File: config.mk
export PLATFORM = sky130hd
export DESIGN_NAME = ulpi_phy_regbank
export DESIGN_NICKNAME = d
export VERILOG_FILES = /design/src/rtl/ulpi_rb_pkg.sv /design/src/rtl/ulpi_rb_decode.sv /design/src/rtl/ulpi_rb_ctrl_reg.sv /design/src/rtl/ulpi_rb_evt_latch.sv /design/src/rtl/ulpi_phy_regbank.sv
export SDC_FILE = /design/constraint.sdc
export NUM_CORES = 1
export LEC_CHECK = 0
export ABC_AREA = 1
export BUFFER_PORTS_ARGS = -buffer_cell sky130_fd_sc_hd__buf_2
export CORE_ASPECT_RATIO = 1.5
export CORE_MARGIN = 2
export CORE_UTILIZATION = 30
export DETAILED_ROUTE_END_ITERATION = 10
export GPL_TIMING_DRIVEN = 0
export HOLD_SLACK_MARGIN = 0.12
export SLEW_MARGIN = 10
export SYNTH_ARGS = -nofsm -noshare
export SYNTH_HDL_FRONTEND = slang
export SYNTH_SLANG_ARGS = --single-unit
File: constraint.sdc
create_clock -name clk -period 2.6 [get_ports clk]
set_clock_uncertainty 0.15 [all_clocks]
set_input_delay 0.52 -clock clk [delete_from_list [all_inputs] [get_ports clk]]
set_output_delay 0.52 -clock clk [all_outputs]
set_load 0.03 [all_outputs]
File: src/rtl/ulpi_rb_pkg.sv
package ulpi_rb_pkg;
   localparam int DATA_W    = 8;
   localparam int ADDR_W    = 8;
   localparam int IMM_W     = 6;
   localparam int NUM_CTRL  = 4;

   typedef logic [DATA_W-1:0] rb_byte_t;

   typedef enum logic [1:0] {
      CTL_OVERWRITE = 2'd0,
      CTL_OR_IN     = 2'd1,
      CTL_MASK_OUT  = 2'd2
   } ctl_op_e;

   localparam logic [ADDR_W-1:0] ESCAPE_ADDR = 8'h2F;
   localparam logic [ADDR_W-1:0] EVT_ADDR    = 8'h14;
   localparam logic [ADDR_W-1:0] ID_LAST     = 8'h03;

   localparam logic [ADDR_W-1:0] CTRL_BASE [NUM_CTRL] = '{8'h04, 8'h07, 8'h0A, 8'h16};
   localparam logic [DATA_W-1:0] CTRL_INIT [NUM_CTRL] = '{8'h41, 8'h00, 8'h06, 8'h00};
endpackage

File: src/rtl/ulpi_rb_decode.sv
module ulpi_rb_decode
   import ulpi_rb_pkg::*;
#(
   parameter int N_CTRL = NUM_CTRL
) (
   input  logic              ext,
   input  logic [ADDR_W-1:0] addr,
   output logic [ADDR_W-1:0] eff_addr,
   output logic              is_escape,
   output logic              imm_escape,
   output logic [N_CTRL-1:0] ctrl_hit,
   output ctl_op_e           ctrl_op,
   output logic              id_hit,
   output logic              evt_hit
);
   localparam int PAD_W = ADDR_W - IMM_W;

   logic [N_CTRL-1:0] hit_wr, hit_set, hit_clr;

   assign eff_addr   = ext ? addr : {{PAD_W{1'b0}}, addr[IMM_W-1:0]};
   assign is_escape  = (eff_addr == ESCAPE_ADDR);
   assign imm_escape = is_escape && !ext;
   assign id_hit     = (eff_addr <= ID_LAST);
   assign evt_hit    = (eff_addr == EVT_ADDR);

   for (genvar i = 0; i < N_CTRL; i++) begin : g_cmp
      assign hit_wr[i]   = (eff_addr == CTRL_BASE[i]);
      assign hit_set[i]  = (eff_addr == CTRL_BASE[i] + 8'd1);
      assign hit_clr[i]  = (eff_addr == CTRL_BASE[i] + 8'd2);
      assign ctrl_hit[i] = hit_wr[i] | hit_set[i] | hit_clr[i];
   end

   always_comb begin
      ctrl_op = CTL_OVERWRITE;
      if (|hit_set)      ctrl_op = CTL_OR_IN;
      else if (|hit_clr) ctrl_op = CTL_MASK_OUT;
   end
endmodule

File: src/rtl/ulpi_rb_ctrl_reg.sv
module ulpi_rb_ctrl_reg
   import ulpi_rb_pkg::*;
#(
   parameter int                W    = DATA_W,
   parameter logic [W-1:0]      INIT = '0
) (
   input  logic         clk,
   input  logic         rst,
   input  logic         wr_en,
   input  ctl_op_e      op,
   input  logic [W-1:0] wdata,
   output logic [W-1:0] q
);
   always_ff @(posedge clk) begin
      if (rst) begin
         q <= INIT;
      end else if (wr_en) begin
         case (op)
            CTL_OR_IN:    q <= q | wdata;
            CTL_MASK_OUT: q <= q & ~wdata;
            default:      q <= wdata;
         endcase
      end
   end
endmodule

File: src/rtl/ulpi_rb_evt_latch.sv
module ulpi_rb_evt_latch #(
   parameter int W = 8
) (
   input  logic         clk,
   input  logic         rst,
   input  logic         rd_en,
   input  logic [W-1:0] evt,
   output logic [W-1:0] q
);
   always_ff @(posedge clk) begin
      if (rst)        q <= '0;
      else if (rd_en) q <= evt;
      else            q <= q | evt;
   end
endmodule

File: src/rtl/ulpi_phy_regbank.sv
module ulpi_phy_regbank
   import ulpi_rb_pkg::*;
#(
   parameter logic [15:0] VENDOR_ID  = 16'h1A2B,
   parameter logic [15:0] PRODUCT_ID = 16'h3C4D
) (
   input  logic              clk,
   input  logic              rst,
   input  logic              req_valid,
   input  logic              req_write,
   input  logic              req_ext,
   input  logic [ADDR_W-1:0] req_addr,
   input  logic [DATA_W-1:0] req_wdata,
   input  logic [DATA_W-1:0] evt_in,
   output logic [DATA_W-1:0] rd_data,
   output logic              rd_valid,
   output logic              err_imm_escape
);
   if (IMM_W >= ADDR_W) begin : g_bad_widths
      $error("immediate address must be narrower than extended address");
   end
   if (DATA_W != 8) begin : g_bad_data
      $error("register bank expects byte-wide registers");
   end

   logic [ADDR_W-1:0]          eff_addr;
   logic                       is_escape, imm_escape, id_hit, evt_hit;
   logic [NUM_CTRL-1:0]        ctrl_hit;
   ctl_op_e                    ctrl_op;
   logic [DATA_W-1:0]          ctrl_q [NUM_CTRL];
   logic [NUM_CTRL*DATA_W-1:0] ctrl_flat;
   logic [DATA_W-1:0]          evt_q;
   logic [DATA_W-1:0]          rd_mux;
   logic                       is_read, is_wr;

   assign is_read = req_valid && !req_write;
   assign is_wr   = req_valid &&  req_write;

   ulpi_rb_decode #(.N_CTRL(NUM_CTRL)) u_dec (
      .ext        (req_ext),
      .addr       (req_addr),
      .eff_addr   (eff_addr),
      .is_escape  (is_escape),
      .imm_escape (imm_escape),
      .ctrl_hit   (ctrl_hit),
      .ctrl_op    (ctrl_op),
      .id_hit     (id_hit),
      .evt_hit    (evt_hit)
   );

   for (genvar i = 0; i < NUM_CTRL; i++) begin : g_ctrl
      ulpi_rb_ctrl_reg #(.W(DATA_W), .INIT(CTRL_INIT[i])) u_reg (
         .clk   (clk),
         .rst   (rst),
         .wr_en (is_wr && ctrl_hit[i] && !is_escape),
         .op    (ctrl_op),
         .wdata (req_wdata),
         .q     (ctrl_q[i])
      );
      assign ctrl_flat[i*DATA_W +: DATA_W] = ctrl_q[i];
   end

   ulpi_rb_evt_latch #(.W(DATA_W)) u_evt (
      .clk   (clk),
      .rst   (rst),
      .rd_en (is_read && evt_hit),
      .evt   (evt_in),
      .q     (evt_q)
   );

   always_comb begin
      rd_mux = '0;
      if (id_hit) begin
         case (eff_addr[1:0])
            2'd0:    rd_mux = VENDOR_ID[7:0];
            2'd1:    rd_mux = VENDOR_ID[15:8];
            2'd2:    rd_mux = PRODUCT_ID[7:0];
            default: rd_mux = PRODUCT_ID[15:8];
         endcase
      end else if (evt_hit) begin
         rd_mux = evt_q;
      end else begin
         for (int i = 0; i < NUM_CTRL; i++)
            if (ctrl_hit[i]) rd_mux = ctrl_q[i];
      end
   end

   always_ff @(posedge clk) begin
      if (rst) begin
         rd_data        <= '0;
         rd_valid       <= 1'b0;
         err_imm_escape <= 1'b0;
      end else begin
         rd_valid       <= is_read;
         rd_data        <= is_read ? rd_mux : '0;
         err_imm_escape <= req_valid && imm_escape;
      end
   end
endmodule

==> flow_summary_export.csv <==
group,metric,value,unit
final_layout,insertedDiodeCount,0,
floorplan,fp-row-count,44,
detailed_routing,postRouteAntennaNets,0,
setup_path,cpPeakStageDelay,0.27,ns
detailed_routing,drc,0,
timing,hold_viol,0,
global_routing,grt_use_met2,29.83,%
synthesis,syn_avg_cell_area,6.122,µm²
global_routing,met1_usage,17.66,%
final_layout,drive_above_1_share,14.62,%
detailed_routing,viasPerCell,4.665,
cts,ctsRootBufferMaster,"clkbuf_16",
timing,slew_headroom,46.19,%
synthesis,synth-warning-count,0,
cts,hold_buffers,0,
setup_path,timing.critical_path.from,"req_addr[0]",
cts,clockBufferDepth,2,
synthesis,post-synth-top-count-cell,"nand2_1",
cts,path_clk_slew,0.07,ns
setup_path,r2r_setup_slack,1.47,ns
synthesis,synth_cell_types,27,
final_layout,multi_input_area,1465,µm²
synthesis,synth-seq-cells,50,
hold_path,min_from,"req_ext",
global_routing,grt_util_all_layers,16.06,%
timing,period_minus_slack,2.263,ns
cts,cts_resized,0,
synthesis,synth_area,2908,µm²
cts,insertion_delay,0.29,ns
setup_path,crit_path_max_fanout,10,
detailed_routing,routedWlPerCell,12.80,µm
timing,setup_violations,0,
synthesis,synth_ff_type,"dfxtp_1",
cts,htreeDepth,2,
floorplan,die_area,10510,µm²
detailed_routing,drtIter0Drc,149,
timing,maxSlewViolCount,0,
detailed_routing,wirelength,8125,µm
synthesis,synthesis.nets,510,
setup_path,crit_family,"buffers and inverters",
synthesis,yosysSeqAreaShare,34.42,%
setup_path,cp.required,2.69,ns
setup_path,r2r_start,"g_ctrl[2].u_reg.q[2]",
detailed_routing,vias,2962,
global_routing,met3_usage,2.452,%
final_layout,nFillCells,1115,
synthesis,ys_top_cells_by_count,"nand2_1 (143), inv_1 (91), a21oi_1 (60)",
power,p_leak,1.627,nW
final_layout,final_net_count,554,
placed_design,port_buffers,37,
global_routing,grt_antenna_before_repair,0,
global_routing,grt_pass1_vias,2775,
floorplan,start_util,30.36,%
setup_path,cpMaxStageDelayCell,"ha_1",
floorplan,die_w,84.39,µm
synthesis,synth_edf_count,0,
global_routing,top_usage_layer,"met2",
synthesis,synth_top_cells_by_area,"dfxtp_1 (34%), nand2_1 (18%), inv_1 (12%)",
cts,cts_tree,"built",
global_routing,gr-total-overflow,0,
cts,cts.sinks,50,
final_layout,final_core_util,35.32,%
run_status,status,"completed",
setup_path,critPathArrivalTime,2.36,ns
timing,rsz0062_at_grt,"no",
cts,cts_buffers,5,
power,power.density,475.1,nW/µm²
synthesis,synth_top_area_share,34.42,%
timing,finalCritPeriodShare,87.06,%
timing,hold_ws,0.2620,ns
placed_design,post-dp-hpwl,6093,µm
synthesis,yosys.area.top_type,"dfxtp_1",
final_layout,seqCellArea,1001,µm²
timing,worstMarginPinSlew,0.8009,ns
floorplan,ios,39,
setup_path,cp_cell_sequence,"buf_2, inv_1, ha_1, inv_1, nor2_1, nand2_1, nand3_2, nand2_2, inv_2, buf_4, nand2_1, a21oi_1, nand2_1, inv_1",
timing,tns,0,ns
synthesis,ys_async_sr_fraction,0,%
power,peakVddDrop,230.0,µV
hold_path,min_path_type,"in2reg",
global_routing,grt_pass1_wl,13450,µm
flow_run,max_cap_viol_count,0,
cts,cts_setup_buffers,0,
global_routing,grt_max_degree,17,
timing,fmax,441.8,MHz
floorplan,die_y,124.6,µm
setup_path,crit_buf_inv,6,
detailed_routing,firstDrtPassIters,4,
floorplan,core_area,9579,µm²
setup_path,crit_type,"in2reg",
synthesis,syn_inst,475,
setup_path,endpoint_kind,"flop",
placed_design,gp_congestion,0.8596,
setup_path,crit_path_start_kind,"input pin",
final_layout,area_delta_synth_final,16.35,%
cell families after synthesis:
family | Yosys count | synth area share [%]
buffers and inverters | 111 | 15.19
and+or+nand+nor | 223 | 32.87
AOI/OAI and AO/OA | 85 | 14.93
DFF | 50 | 34.42
adders and majority gates | 6 | 2.582
metal layers:
| layer | share of wire, % | wire, µm |
|---|---|---|
| met2 | 52 | 4223 |
| met1 | 39 | 3174 |
| met3 | 5.9 | 480 |
| met4 | 3.0 | 247 |
| met5 | 0 | 0 |
stage by stage:
| stage | cells | cell area (µm²) | power (mW) | setup WS [ns] |
|---|---|---|---|---|
| finish | 635 | 3383 | 1.607 | 0.3365 |
| global route | 635 | 3383 | 1.679 | 0.1222 |
| CTS | 635 | 3383 | 1.624 | 0.3459 |
| detailed placement | 627 | 3237 | 0.9579 | 0.04471 |
| global placement | 627 | 3237 | 0.9551 | 0.04542 |
| floorplan | 475 | 2908 | 0.8899 | 0.6074 |
final timing paths:
kind,endpoint,cells after the start
max reg2reg,rd_data[2],5
min,err_imm_escape,2
min reg2reg,u_evt.q[5],2
max,g_ctrl[0].u_reg.q[5],14
flip-flops by register name, indices dropped and copies added, names as in the netlist:
register        flops
rd_data             8
g_ctrl.u_reg.q     32
rd_valid            1
u_evt.q             8
err_imm_escape      1
final cells by class:
cell class | count | area share, %
Clock inverter | 3 | 0.6287
Tap cell | 115 | 4.253
Multi-Input combinational cell | 314 | 43.31
Inverter | 98 | 10.87
Clock buffer | 5 | 3.698
Buffer | 13 | 2.182
Timing Repair Buffer | 37 | 5.473
Sequential cell | 50 | 29.59
layout by cell type (no fill, tap or decap), types with 6 or more instances in the layout:
cell type  netlist  final
nand2_1        143    143
inv_1           91     91
a21oi_1         60     60
dfxtp_1         50     50
buf_2            2     39
nand3_1         36     36
nor2_1          22     22
o21ai_0         21     21
inv_2            7      7
clkbuf_1         6      6
or2_2            6      6
ha_1             6      6
power by group:
part           internal [mW]  switching [mW]  total, mW
registers              0.778         0.00508      0.783
clock network          0.357           0.311      0.668
logic                 0.0489           0.108      0.157
total                   1.18           0.423       1.61
Note: power is estimated with default switching activity, not from simulation.
